==> src/rtl/pan_tracker.sv <==
module pan_tracker #(
  parameter int AW = 20
) (
  input  logic          clk,
  input  logic          rst_n,
  input  logic          pan_left,
  input  logic          pan_right,
  input  logic          scr_sel,
  input  logic [2:0]    depth,
  input  logic          wr_en,
  input  logic          wr_scr,
  input  logic [AW-1:0] wr_addr,
  input  logic [3:0]    wr_pan,
  output logic [AW-1:0] start_addr_a,
  output logic [AW-1:0] start_addr_b,
  output logic [7:0]    pan_reg
);

  logic [2:0]    depth_q;
  logic [3:0]    mask;
  logic [AW-1:0] addr_r [2];
  logic [3:0]    pix_r  [2];

  always_comb begin
    case (depth)
      3'd0:    mask = 4'hF;
      3'd1:    mask = 4'h7;
      3'd2:    mask = 4'h3;
      3'd3:    mask = 4'h1;
      default: mask = 4'h0;
    endcase
  end

  wire depth_chg = (depth != depth_q);
  wire step      = pan_left ^ pan_right;

  always_ff @(posedge clk) begin
    if (!rst_n) depth_q <= 3'd0;
    else        depth_q <= depth;
  end

  for (genvar s = 0; s < 2; s++) begin : g_scr
    wire mine_wr   = wr_en && (wr_scr == 1'(s));
    wire mine_step = step && (scr_sel == 1'(s));
    wire at_top    = (pix_r[s] == mask) && (addr_r[s] == {AW{1'b1}});
    wire at_bot    = (pix_r[s] == 4'd0) && (addr_r[s] == '0);

    always_ff @(posedge clk) begin
      if (!rst_n) begin
        addr_r[s] <= '0;
        pix_r[s]  <= 4'd0;
      end else if (mine_wr) begin
        addr_r[s] <= wr_addr;
        pix_r[s]  <= wr_pan & mask;
      end else if (depth_chg) begin
        pix_r[s]  <= 4'd0;
      end else if (mine_step) begin
        if (pan_right && !at_top) begin
          if (pix_r[s] == mask) begin
            pix_r[s]  <= 4'd0;
            addr_r[s] <= addr_r[s] + 1'b1;
          end else begin
            pix_r[s]  <= pix_r[s] + 4'd1;
          end
        end else if (pan_left && !at_bot) begin
          if (pix_r[s] == 4'd0) begin
            pix_r[s]  <= mask;
            addr_r[s] <= addr_r[s] - 1'b1;
          end else begin
            pix_r[s]  <= pix_r[s] - 4'd1;
          end
        end
      end
    end
  end

  assign start_addr_a = addr_r[0];
  assign start_addr_b = addr_r[1];
  assign pan_reg      = {pix_r[1], pix_r[0]};

endmodule

==> config.mk <==
export PLATFORM = sky130hd
export DESIGN_NAME = pan_tracker
export DESIGN_NICKNAME = d
export VERILOG_FILES = /design/src/rtl/pan_tracker.sv
export SDC_FILE = /design/constraint.sdc
export NUM_CORES = 1
export LEC_CHECK = 0
export BUFFER_PORTS_ARGS = -buffer_cell sky130_fd_sc_hd__buf_2
export CAP_MARGIN = 0
export CORE_ASPECT_RATIO = 1.75
export CORE_MARGIN = 2
export CORE_UTILIZATION = 30
export CTS_CLUSTER_DIAMETER = 50
export DETAILED_ROUTE_END_ITERATION = 10
export SLEW_MARGIN = 40
export SYNTH_ARGS = -nofsm -noshare
export SYNTH_HDL_FRONTEND = slang
export SYNTH_SLANG_ARGS = --single-unit
==> constraint.sdc <==
create_clock -name clk -period 3 [get_ports clk]
set_input_delay 0.15 -clock clk [delete_from_list [all_inputs] [get_ports clk]]
set_output_delay 0.15 -clock clk [all_outputs]
set_load 0.01 [all_outputs]
==> run metrics <==
status complete, no violations; Async S/R FF share, synth 0; # rows 60; drt first-iter violations 376; die height 168 microns; CTS tree yes; Fin. Hold Viols 0; number of iterations in the first detailed-routing pass 6; Avg Cell Area, Syn 8.59 sq um; nets 699; Ant. Diodes 0; FF+latch area 0.00150 sq mm; Global Route Usage Sum 0.198; routed wl met2 9.15 mm; largest area contributor in the netlist edfxtp_1; Ys Warns 0; Top Metal Used met4; hpwl dp 13.1 mm; Psw 718 uW; share of cells above drive strength 1 0.253; port bufs 81; LEAKAGE 2.33 nW; most used flip-flop cell after synthesis edfxtp_1; die area 0.0165 sq mm; routed length per instance 20.0 microns; Worst setup EP type flop; Worst Path Required 3.05 ns; Max Cap Violations 0; clk_lat worst skew 0.30 ns; CP max FO 13; # DRC 0; CTS Buf Count 5; Synth area leaders edfxtp_1 (31%), xor2_1 (6.1%), xnor2_1 (4.9%); Netlist Area Pre-Place 0.00463 sq mm; Die X 97.9 microns; clock network fraction of design power 0.311; Comb power frac 0.266; area grow syn2layout 24.9%; CTS H-tree depth 2; CP Launch Type flop; Final min period 2.80 ns; Clk pin slew, worst setup/hold paths 0.07 ns; dpl cells 834; commonest cells after routing, fill and taps aside buf_2 (81), buf_4 (59), nand2_1 (53), nor2_1 (48), edfxtp_1 (48); top-area cell type share of the netlist area 0.311; endpoints failing setup 0; period utilisation layout 0.932; layout filler cell count 1591; Slew Viols, Final 0; Fmax achieved 358 MHz; fin area 0.00578 sq mm; Total Wirelength 16.8 mm; core box area 0.0152 sq mm; Gate Count Post-Synth 539; Post-synth EDFFs 48; GRT overflow 0; starting density of the core 0.304; Tot Pwr 2.21 mW; fin util 0.380; initial antenna violation count 0; worst slack, placed 0.0750 ns; Vias 4823; Hold Crit Class primary input to flop; global-route wire length before repair 26.0 mm; Clock Skews 0.0103 ns; Routed Antenna Nets 0; Crit Path Class flop to flop; commonest non-fill, non-tap cell in the layout buf_2; placed cell areas 0.00560 sq mm; routed vias/inst 5.73; Placer Congestion 0.868; Pwr Density 383 mW/mm^2; CTS sink cnt 51; Least-Margin Pin Slew 0.818 ns; largest net degree at the start of global routing 25; vias in the first global route 4769; area of the multi-input gates 0.00293 sq mm; CTS Buffer Depth 2; Max VDD drop 0.227 mV; WL met3 778 microns; Power Internal 1.50 mW; I/O pin cnt 82; Unique masters post-synth 73; sw frac 0.324; register area share after synthesis 0.324; setup slack after layout 0.204 ns; fin cells 842; root buffer cell clkbuf_16; met1 WL 6.31 mm; CP arrival 2.85 ns; Slew headroom 0.454; Yosys reg bits 51; net count after synthesis 583; Seq pwr share 0.422
==> logic make-up after synthesis <==
group	share of synthesized area
AO/OA/AOI/OAI	0.207
XOR/XNOR	0.119
adder cells (fa/ha/maj)	0.0270
buffers and inverters	0.0505
flip-flops	0.324
multiplexers	0.00216
AND/OR/NAND/NOR	0.270
==> stage by stage <==
stage                     hold WS, ns  TNS [ns]
after global placement          0.425         0
after floorplan                 0.277         0
final                           0.129         0
after detailed placement        0.432         0
after global routing            0.151  -0.00884
after CTS                       0.122         0
==> metal layers <==
layer / up-vias / global-route usage
met4: 0 / 0.0978
met1: 2347 / 0.221
met3: 33 / 0.0208
li1: 2251 / -
met5: - / 0
met2: 192 / 0.369
==> layout make-up <==
class / instances / area share
Tap cell: 186 / 0.0402
Inverter: 19 / 0.0123
Clock inverter: 1 / 0.00519
Timing Repair Buffer: 142 / 0.154
Clock buffer: 7 / 0.0229
Multi-Input combinational cell: 436 / 0.506
Sequential cell: 51 / 0.260
==> cells in the mapped netlist (3+ instances only) <==
cell	count
a211oi_1	3
a21o_1	3
a21oi_1	16
a221o_1	6
a221oi_1	5
a22o_1	3
a22oi_1	17
a32o_1	3
and2_1	11
and3_1	11
and4_1	7
buf_2	15
clkbuf_1	14
dfxtp_1	3
edfxtp_1	48
ha_1	10
inv_1	19
nand2_1	53
nand2b_1	5
nand3_1	22
nand4_1	9
nor2_1	48
nor2b_1	5
nor3_1	22
nor3_2	3
nor3b_1	3
nor4_1	12
o211ai_1	4
o21ai_0	29
o221ai_1	14
o31ai_1	3
or3_1	5
xnor2_1	26
xor2_1	32
==> power by group through the flow <==
| stage | sequential (mW) | combinational [mW] | clock, mW |
|---|---|---|---|
| finish | 0.935 | 0.590 | 0.689 |
| global route | 0.943 | 0.642 | 0.724 |
| CTS | 0.933 | 0.587 | 0.700 |
| detailed placement | 0.948 | 0.584 | 0 |
| global placement | 0.944 | 0.577 | 0 |
| floorplan | 0.957 | 0.317 | 0 |
==> flip-flops by register name, indices dropped and copies added, names as in the netlist <==
signal	cells
depth_q	3
pix_r	8
addr_r	40
==> timing repair <==
action                     4_1_cts  5_1_grt
gates resized for setup          0        4
buffers inserted                 0        0
setup endpoints to repair        0       11
hold buffers                     0        0
hold endpoints to repair         0        0
==> worst max-delay path, stage by stage (launching register included) <==
cell and delay [ns]:
edfxtp_1 0.36, buf_4 0.16, ha_1 0.21, nand3_1 0.25
nor4_4 0.38, and4_1 0.34, nor3_1 0.07, buf_4 0.21
nor2_2 0.20, buf_4 0.19, a22o_1 0.14, a211oi_1 0.04
==> final timing paths <==
kind	cells after the start	endpoint	from	slack, ns
setup / recovery	11	addr_r[1][3]	addr_r[1][1]	0.20
hold / removal	2	depth_q[0]	rst_n	0.13
setup reg to reg	11	addr_r[1][3]	addr_r[1][1]	0.20
hold reg to reg	2	addr_r[1][0]	addr_r[1][0]	0.75
(Power assumes the default switching activity.)
